### src/rtl/ata_pair_pkg.sv
package ata_pair_pkg;
  localparam int DATA_W_DEF = 16;
  localparam int ADDR_W_DEF = 3;
  localparam int NDEV       = 2;
  localparam int REG_ERR    = 1;   // read: peer-seen flags
  localparam int REG_DH     = 6;   // drive/head, select bit decoded by the joiner
  localparam int REG_STAT   = 7;   // read: status
  localparam int SEL_BIT    = 4;
  localparam logic [7:0] STAT_IDLE = 8'h50;
  localparam logic [7:0] STAT_BUSY = 8'h80;
endpackage

### src/rtl/ata_dev_stub.sv
module ata_dev_stub
  import ata_pair_pkg::*;
#(
  parameter int DATA_W = DATA_W_DEF,
  parameter int ADDR_W = ADDR_W_DEF
) (
  input  logic              clk,
  input  logic              rst_n,
  input  logic              dev_id,
  input  logic              wr_en,
  input  logic [ADDR_W-1:0] addr,
  input  logic [DATA_W-1:0] wr_data,
  input  logic              hw_rst,
  input  logic              dasp_en,
  input  logic              pdiag_i,
  input  logic              dasp_i,
  output logic              pdiag_o,
  output logic              dasp_o,
  output logic              dev_sel,
  output logic [DATA_W-1:0] rdata
);
  localparam int NREG = 1 << ADDR_W;

  logic [DATA_W-1:0] bank_q [NREG];

  for (genvar g = 0; g < NREG; g++) begin : g_bank
    logic we;
    assign we = wr_en && (addr == ADDR_W'(g));
    always_ff @(posedge clk or negedge rst_n) begin
      if (!rst_n)  bank_q[g] <= '0;
      else if (we) bank_q[g] <= wr_data;
    end
  end

  logic hw_q, dasp_q, pdiag_q, seen_dasp_q, seen_pdiag_q;
  logic dasp_d, pdiag_d, seen_dasp_d, seen_pdiag_d;

  always_comb begin
    dasp_d  = hw_rst && dasp_en;
    pdiag_d = !hw_rst;
    if (hw_rst && !hw_q) begin
      seen_dasp_d  = 1'b0;
      seen_pdiag_d = 1'b0;
    end else begin
      seen_dasp_d  = seen_dasp_q  | dasp_i;
      seen_pdiag_d = seen_pdiag_q | pdiag_i;
    end
  end

  always_ff @(posedge clk or negedge rst_n) begin
    if (!rst_n) begin
      hw_q         <= 1'b0;
      dasp_q       <= 1'b0;
      pdiag_q      <= 1'b0;
      seen_dasp_q  <= 1'b0;
      seen_pdiag_q <= 1'b0;
    end else begin
      hw_q         <= hw_rst;
      dasp_q       <= dasp_d;
      pdiag_q      <= pdiag_d;
      seen_dasp_q  <= seen_dasp_d;
      seen_pdiag_q <= seen_pdiag_d;
    end
  end

  assign pdiag_o = pdiag_q;
  assign dasp_o  = dasp_q;
  assign dev_sel = bank_q[REG_DH][SEL_BIT];

  always_comb begin
    rdata = bank_q[addr];
    if (addr == ADDR_W'(REG_ERR))
      rdata = {{(DATA_W-2){1'b0}}, seen_pdiag_q, seen_dasp_q};
    else if (addr == ADDR_W'(REG_STAT))
      rdata = (dev_sel == dev_id) ? DATA_W'(hw_q ? STAT_BUSY : STAT_IDLE) : '0;
  end

  // DASP may only be driven as a consequence of a hardware reset.
  assert_dasp_in_reset_R11: assert property (@(posedge clk) disable iff (!rst_n)
    dasp_o |-> $past(hw_rst));
endmodule

### src/rtl/ata_link_route.sv
module ata_link_route
  import ata_pair_pkg::*;
(
  input  logic [NDEV-1:0] pres,
  input  logic [NDEV-1:0] pdiag_out,
  input  logic [NDEV-1:0] dasp_out,
  output logic [NDEV-1:0] pdiag_in,
  output logic [NDEV-1:0] dasp_in,
  output logic [NDEV-1:0] dasp_en,
  output logic [NDEV-1:0] dev_id,
  output logic            pdiag_host,
  output logic            dasp_host
);
  logic both;
  assign both = &pres;

  always_comb begin
    pdiag_in = '0;
    dasp_in  = '0;
    dasp_en  = '0;
    dev_id   = '0;
    if (both) begin
      pdiag_in[0] = pdiag_out[1];
      dasp_in[0]  = dasp_out[1];
      dasp_en[1]  = 1'b1;
    end
    dev_id[1] = pres[0];
  end

  assign pdiag_host = |(pdiag_out & pres);
  assign dasp_host  = |(dasp_out & pres);
endmodule

### src/rtl/ata_rd_select.sv
module ata_rd_select
  import ata_pair_pkg::*;
#(
  parameter int DATA_W = DATA_W_DEF
) (
  input  logic              clk,
  input  logic              rst_n,
  input  logic              rd_en,
  input  logic              wr_en,
  input  logic [NDEV-1:0]   pres,
  input  logic              dev1_sel,
  input  logic [DATA_W-1:0] rdata0,
  input  logic [DATA_W-1:0] rdata1,
  output logic [DATA_W-1:0] rd_data,
  output logic              rd_valid,
  output logic              bus_err
);
  logic [DATA_W-1:0] data_d, data_q;
  logic              err_d, err_q, valid_q;

  always_comb begin
    unique case (pres)
      2'b11:   data_d = dev1_sel ? rdata1 : rdata0;
      2'b10:   data_d = rdata1;
      2'b01:   data_d = rdata0;
      default: data_d = '0;
    endcase
    err_d = (rd_en || wr_en) && (pres == '0);
  end

  always_ff @(posedge clk or negedge rst_n) begin
    if (!rst_n) begin
      data_q  <= '0;
      valid_q <= 1'b0;
      err_q   <= 1'b0;
    end else begin
      if (rd_en) data_q <= data_d;
      valid_q <= rd_en;
      err_q   <= err_d;
    end
  end

  assign rd_data  = data_q;
  assign rd_valid = valid_q;
  assign bus_err  = err_q;

  assert_rd_latency_R5: assert property (@(posedge clk) disable iff (!rst_n)
    rd_en |=> rd_valid);
  assert_no_stray_valid_R5: assert property (@(posedge clk) disable iff (!rst_n)
    !rd_en |=> !rd_valid);
  assert_empty_read_zero_R4: assert property (@(posedge clk) disable iff (!rst_n)
    (rd_en && pres == '0) |=> (rd_data == '0 && bus_err));
  assert_slave_route_R2: assert property (@(posedge clk) disable iff (!rst_n)
    (rd_en && pres == 2'b11 && dev1_sel) |=> (rd_data == $past(rdata1)));
endmodule

### src/rtl/dual_ata_bus.sv
module dual_ata_bus
  import ata_pair_pkg::*;
#(
  parameter int DATA_W = DATA_W_DEF,
  parameter int ADDR_W = ADDR_W_DEF
) (
  input  logic              clk,
  input  logic              rst_n,
  input  logic              dev0_present,
  input  logic              dev1_present,
  input  logic              dev_hw_rst,
  input  logic              wr_en,
  input  logic              rd_en,
  input  logic [ADDR_W-1:0] addr,
  input  logic [DATA_W-1:0] wr_data,
  output logic [DATA_W-1:0] rd_data,
  output logic              rd_valid,
  output logic              bus_err,
  output logic              dasp_host,
  output logic              pdiag_host
);
  logic [NDEV-1:0] pres_q;

  // Straps load on every edge while reset is held, then freeze.
  always_ff @(posedge clk) begin
    if (!rst_n) pres_q <= {dev1_present, dev0_present};
  end

  logic [NDEV-1:0] pdiag_out, dasp_out, pdiag_in, dasp_in, dasp_en, dev_id, sel;
  logic [DATA_W-1:0] dev_rdata [NDEV];

  ata_link_route u_route (
    .pres      (pres_q),
    .pdiag_out (pdiag_out),
    .dasp_out  (dasp_out),
    .pdiag_in  (pdiag_in),
    .dasp_in   (dasp_in),
    .dasp_en   (dasp_en),
    .dev_id    (dev_id),
    .pdiag_host(pdiag_host),
    .dasp_host (dasp_host)
  );

  for (genvar d = 0; d < NDEV; d++) begin : g_dev
    logic dev_we;
    assign dev_we = wr_en && pres_q[d];
    ata_dev_stub #(.DATA_W(DATA_W), .ADDR_W(ADDR_W)) u_dev (
      .clk    (clk),
      .rst_n  (rst_n),
      .dev_id (dev_id[d]),
      .wr_en  (dev_we),
      .addr   (addr),
      .wr_data(wr_data),
      .hw_rst (dev_hw_rst),
      .dasp_en(dasp_en[d]),
      .pdiag_i(pdiag_in[d]),
      .dasp_i (dasp_in[d]),
      .pdiag_o(pdiag_out[d]),
      .dasp_o (dasp_out[d]),
      .dev_sel(sel[d]),
      .rdata  (dev_rdata[d])
    );
  end

  ata_rd_select #(.DATA_W(DATA_W)) u_sel (
    .clk     (clk),
    .rst_n   (rst_n),
    .rd_en   (rd_en),
    .wr_en   (wr_en),
    .pres    (pres_q),
    .dev1_sel(sel[1]),
    .rdata0  (dev_rdata[0]),
    .rdata1  (dev_rdata[1]),
    .rd_data (rd_data),
    .rd_valid(rd_valid),
    .bus_err (bus_err)
  );

  assert_straps_frozen_R9: assert property (@(posedge clk) disable iff (!rst_n)
    rst_n |=> $stable(pres_q));
  assert_err_only_empty_R4: assert property (@(posedge clk) disable iff (!rst_n)
    (pres_q != '0) |=> !bus_err);
endmodule

### config.mk
export PLATFORM = sky130hd
export DESIGN_NAME = dual_ata_bus
export DESIGN_NICKNAME = d
export VERILOG_FILES = /design/src/rtl/ata_pair_pkg.sv /design/src/rtl/ata_dev_stub.sv /design/src/rtl/ata_link_route.sv /design/src/rtl/ata_rd_select.sv /design/src/rtl/dual_ata_bus.sv
export SDC_FILE = /design/constraint.sdc
export NUM_CORES = 1
export LEC_CHECK = 0
export CORE_ASPECT_RATIO = 1.25
export CORE_UTILIZATION = 40
export DETAILED_ROUTE_END_ITERATION = 7
export HOLD_SLACK_MARGIN = 0.1
export PLACE_DENSITY = 0.68
export SETUP_SLACK_MARGIN = 0.3
export SLEW_MARGIN = 0
export SYNTH_ARGS = -nofsm -noshare
export SYNTH_HDL_FRONTEND = slang
export SYNTH_SLANG_ARGS = --single-unit
### constraint.sdc
create_clock -name clk -period 2.7 [get_ports clk]
set_clock_uncertainty 0.2 [all_clocks]
set_input_delay 0.54 -clock clk [delete_from_list [all_inputs] [get_ports clk]]
set_output_delay 0.54 -clock clk [all_outputs]
set_load 0.02 [all_outputs]
* Word-level counts from Yosys, hierarchy flattened
Cells that the tools add are included.
** Storage, ports and cells
- Flip-flop bits (word level) :: 281
- Bits of input ports :: 26
- Output and inout bits :: 20
- Word-level logic and storage cells :: 91
** Operators by class
- Magnitude comparators :: 1
- Equal/unequal tests :: 11
- Mux-type cells :: 20
- Bitwise operators :: 5
- Reduce and logical (&&, ||, !) cells :: 29
** Operators with widths (number)
- $mux 16 :: 11
- $bmux 16 s3 :: 2
- $pmux 16 s3 :: 1
- $logic_and 1x1->1 :: 21
- $eq 3x3->1 const B :: 4
- $mux 8 :: 1
- $eq 3x2->1 const B :: 2
- $mux 1 :: 5
- $and 2x2->2 :: 2
- $eq 2x2->1 const B :: 2
- $ge 4x4->1 const B :: 1
- $not 3->4 :: 1
- $reduce_or 2->1 :: 2
- $eq 3x1->1 const B :: 1
- $logic_not 3->1 :: 1
- $eq 2x1->1 const B :: 1
- $logic_not 1->1 :: 2
- $logic_not 2->1 :: 1
- $or 1x1->1 :: 2
- $reduce_and 2->1 :: 1
- $eq 1x1->1 :: 1
- $logic_or 1x1->1 :: 1

* Logic depth before layout (Yosys ltp)
- Depth after elaboration :: 8
- Gate-level depth with buffers :: 8
- Gate-level depth less buffers :: 5

* By module
Synthesis repeated with hierarchy kept, for this count alone.
** Second synthesis, totals
- Cell total of the unflattened synthesis :: 772
- Area, all modules :: 10523.8 µm²
** By module, submodules not included
- ata_dev_stub (g_dev[0].u_dev) :: instances 1, cells each 352, area an instance 4808.4 µm², sequential area each 2527.4 µm²
- ata_dev_stub (g_dev[1].u_dev) :: instances 1, cells each 342, area an instance 4725.8 µm², sequential area each 2527.4 µm²
- ata_rd_select :: instances 1, cells each 61, area an instance 824.5 µm², sequential area each 450.4 µm²
- ata_link_route :: instances 1, cells each 12, area an instance 88.8 µm², sequential area each 0.0 µm²
- dual_ata_bus :: instances 1, cells each 5, area an instance 76.3 µm², sequential area each 60.1 µm²

* Least setup slack after synthesis
No wires, ideal clock.
- Path type :: input-to-reg
- Start point :: input addr[1]
- End point :: register g_dev[0].u_dev.bank_q[37] (netlist bit)
- Setup time :: 0.125 ns
- Arrival time :: 1.782 ns
- Required time :: 2.375 ns
- Setup slack :: 0.593 ns
- Stages :: 6
- Path buffers :: 3
- Path through :: buf_2 -> nand2b_1 -> buf_2 -> nor2_2 -> buf_2 -> mux2_2
** On the way
- Cells in the longest elaborated chain, start to end :: 2
** Ends and longest elaborated chain
- start, declared :: RTL line dual_ata_bus.sv:14 : input logic [ADDR_W-1:0] addr,
- $eq 3x3->1 :: RTL line ata_dev_stub.sv:28 : assign we = wr_en && (addr == ADDR_W'(g));
- $logic_and 1x1->1 :: RTL line ata_dev_stub.sv:28
- end signal, assigned by index :: RTL line ata_dev_stub.sv:31 : else if (we) bank_q[g] <= wr_data;
- end, declared :: RTL line ata_dev_stub.sv:24 : logic [DATA_W-1:0] bank_q [NREG];
Every way passes these cells.
A chain may end at the register's enable or synchronous reset.

* Worst setup path after layout
- Start point :: register pres_q[0]
- End point :: output pdiag_host
** On the way
- Cells in the longest elaborated chain, start to end :: 2
** Ends and longest elaborated chain
- start, declared :: RTL line dual_ata_bus.sv:22 : logic [NDEV-1:0] pres_q;
- start signal, assigned :: RTL line dual_ata_bus.sv:26 : if (!rst_n) pres_q <= {dev1_present, dev0_present};
- $and 2x2->2 :: RTL line ata_link_route.sv:30 : assign pdiag_host = |(pdiag_out & pres);
- $reduce_or 2->1 :: RTL line ata_link_route.sv:30
- end, declared :: RTL line dual_ata_bus.sv:20 : output logic pdiag_host
Every way passes these cells.

==> impl_metrics.toml <==
[sta]
tightest_slew_ns = 1.09
setup_viol_count_final = 0
min_period_ns = 2.35
slew_headroom = 0.270
holdWs_ns = 0.293
drv_slew = 0
finalHoldViolations = 0
rsz0062_at_grt = "no"
fmax_ghz = 0.426
fin_crit_sh = 0.869

[routing]
avgRoutedWirePerCell_um = 21.0
dr.pass1.iters = 4
drtIter0Drc = 320
postRouteAntennaNets = 0
viasPerCell = 5.54
drc_errors = 0
wl_mm = 24.6
routed-via-count = 6466

[yosys]
ys.warnings.count = 0
yosysSeqAreaShare = 0.539
netlist_area_um2 = 10100
synthCells = 770
synthesis.nets = 796
async_flop_share = 0.991
synth_edf_count = 2
ys_seq_elements = 217
syn_area_per_cell_um2 = 13.1
yosysUniqueCellTypes = 43
ys.flop_type = "dfrtp_1"

[hold_path]
hold_path.class = "reg -> reg"
hp-start = "g_dev[0].u_dev.bank_q[21]"

[placed_design]
numPortBuffers = 45
dp.final_hpwl_mm = 15.6
place_area_um2 = 11100
routabilityCongestion = 0.806

[layout]
nFillCells = 2273
fin_util = 0.482
areaGrowthSynthToFinish_pct = 17.7
drive_gt1_frac = 0.395
final_common_cell = "mux2_2"
fin_nets = 847
antennaDiodeCount = 0
layout_common_cells = "mux2_2 (224), dfrtp_1 (215), buf_4 (43)"
final_area_um2 = 11900

[worst_setup_path]
cp.required_ns = 1.96
startpoint_type = "flip-flop"
reg2reg_from = "pres_q[1]"
crit_arrival_ns = 1.61
crit_start = "pres_q[0]"
worst-setup-path-type = "reg -> out"
critPathCaptureType = "output port"
crit_path_max_fanout = 13

[floorplanning]
start_util = 0.409
coreArea_um2 = 24700
die_y_um = 180
die_area_um2 = 25900
fp-row-count = 64
die_w_um = 144
io-pin-count = 46

[clock_tree]
cts_buffer_depth = 3
cts_sinks = 217
cts_tree = "built"
path_clk_slew_ns = 0.06
clk_latency_ns = 0.51
numCtsBuffers = 23
htree_levels = 1
cts_root_buffer = "clkbuf_16"

[pwr]
p_per_area_nw_per_um2 = 802
peakVddDrop_mv = 0.406
finalPower_w = 0.00954
p_leak_nw = 5.03

[run]
maxCapViolations = 0

[outcome]
status = "completed"

[global_route]
grt_antenna_before_repair = 0
grt_max_degree = 90
track_usage = 0.199
overflow = 0
grt_pass1_vias = 6745
grt_pass1_wl_mm = 39.3
-- final timing paths --
| check | to | slack [ns] | cells after the start |
|---|---|---|---|
| worst max-delay path | pdiag_host | 0.35 | 3 |
| worst min-delay path | g_dev[0].u_dev.bank_q[21] | 0.29 | 1 |
| worst max register to register | u_sel.rd_data[8] | 0.50 | 5 |
| worst min register to register | g_dev[0].u_dev.bank_q[21] | 0.29 | 1 |
| max in group asynchronous | g_dev[1].u_dev.bank_q[18] | 1.13 | 3 |
| min in group asynchronous | g_dev[0].u_dev.bank_q[48] | 0.34 | 2 |
-- critical path, stage by stage, from the launching register on --
cell           delay [ns]
edfxtp_1             0.40
buf_4                0.21
o21a_1               0.18
dlygate4sd2_1        0.31
-- sequential cells by signal, summed over array words and instances (netlist names) --
register and flops:
pres_q 2, g_dev.u_dev.bank_q 190, u_sel.bus_err 1, g_dev.u_dev.dev_sel 2, g_dev.u_dev.seen_dasp_q 1, u_sel.rd_valid 1
g_dev.u_dev.pdiag_o 1, u_sel.rd_data 16, g_dev.u_dev.seen_pdiag_q 1, g_dev.u_dev.dasp_o 1, g_dev.u_dev.hw_q 1
-- repair_timing --
action / 4_1_cts / 5_1_grt
hold buffers: 1 / 0
setup endpoints to repair: 2 / 3
cloned: 0 / 0
gates resized for setup: 2 / 1
buffers inserted: 0 / 0
endpoints found under the hold margin: 44 / 0
-- final cells by class --
class	instances	area (um^2)	share of cell area
flip-flops and latches	217	5440	0.458
well taps	330	413	0.0347
clock inverters	12	146	0.0123
repair buffers	94	905	0.0761
multi-input cells	471	4280	0.360
clock buffers	30	652	0.0548
inverters	14	52.6	0.00442
-- through the flow --
step | TNS, ns | setup WS (ns) | std cells
floorplan | 0 | 0.593 | 770
global placement | -0.687 | -0.0928 | 1125
detailed placement | -1.32 | -0.117 | 1125
CTS | 0 | 0.331 | 1168
global route | 0 | 0.303 | 1168
finish | 0 | 0.353 | 1168
-- cell families after synthesis --
group / after synthesis / share of synthesized area
flip-flops: 217 / 0.539
buffers and inverters: 82 / 0.0382
AND/OR/NAND/NOR: 87 / 0.0539
AO/OA/AOI/OAI: 129 / 0.0871
XOR/XNOR: 1 / 0.000868
multiplexers: 254 / 0.281
-- per-layer routing --
metal | GRT usage | share of wire | up-vias
met5 | 0 | 0 | -
met3 | 0.0298 | 0.050 | 50
li1 | - | - | 2933
met4 | 0.0664 | 0.029 | 0
met1 | 0.272 | 0.44 | 3330
met2 | 0.320 | 0.48 | 153
-- report_power, final --
part           leakage, nW  switching (W)  total (W)  internal, W
combinational         1.97       0.000765    0.00183      0.00106
clock                0.389        0.00130    0.00329      0.00199
sequential            2.68       0.000389    0.00442      0.00403
total                 5.03        0.00245    0.00954      0.00708
-- synthesized netlist by cell type, drive strengths merged (4+ instances only) --
| cell | count | share of area |
|---|---|---|
| nand3 | 9 | 0.0055 |
| a221oi | 6 | 0.0052 |
| a21oi | 27 | 0.013 |
| inv | 14 | 0.0052 |
| a2bb2oi | 25 | 0.022 |
| nand2b | 8 | 0.0050 |
| nor3 | 4 | 0.0020 |
| a22oi | 17 | 0.013 |
| clkbuf | 33 | 0.012 |
| o21ai | 13 | 0.0064 |
| nor2 | 19 | 0.011 |
| a211oi | 4 | 0.0030 |
| o22ai | 27 | 0.017 |
| o221ai | 4 | 0.0035 |
| nand2 | 12 | 0.0047 |
| mux2i | 28 | 0.028 |
| dfrtp | 215 | 0.53 |
| nor3b | 22 | 0.016 |
| buf | 35 | 0.021 |
| nor2b | 7 | 0.0051 |
| mux2 | 225 | 0.25 |
(Power assumes the default switching activity.)
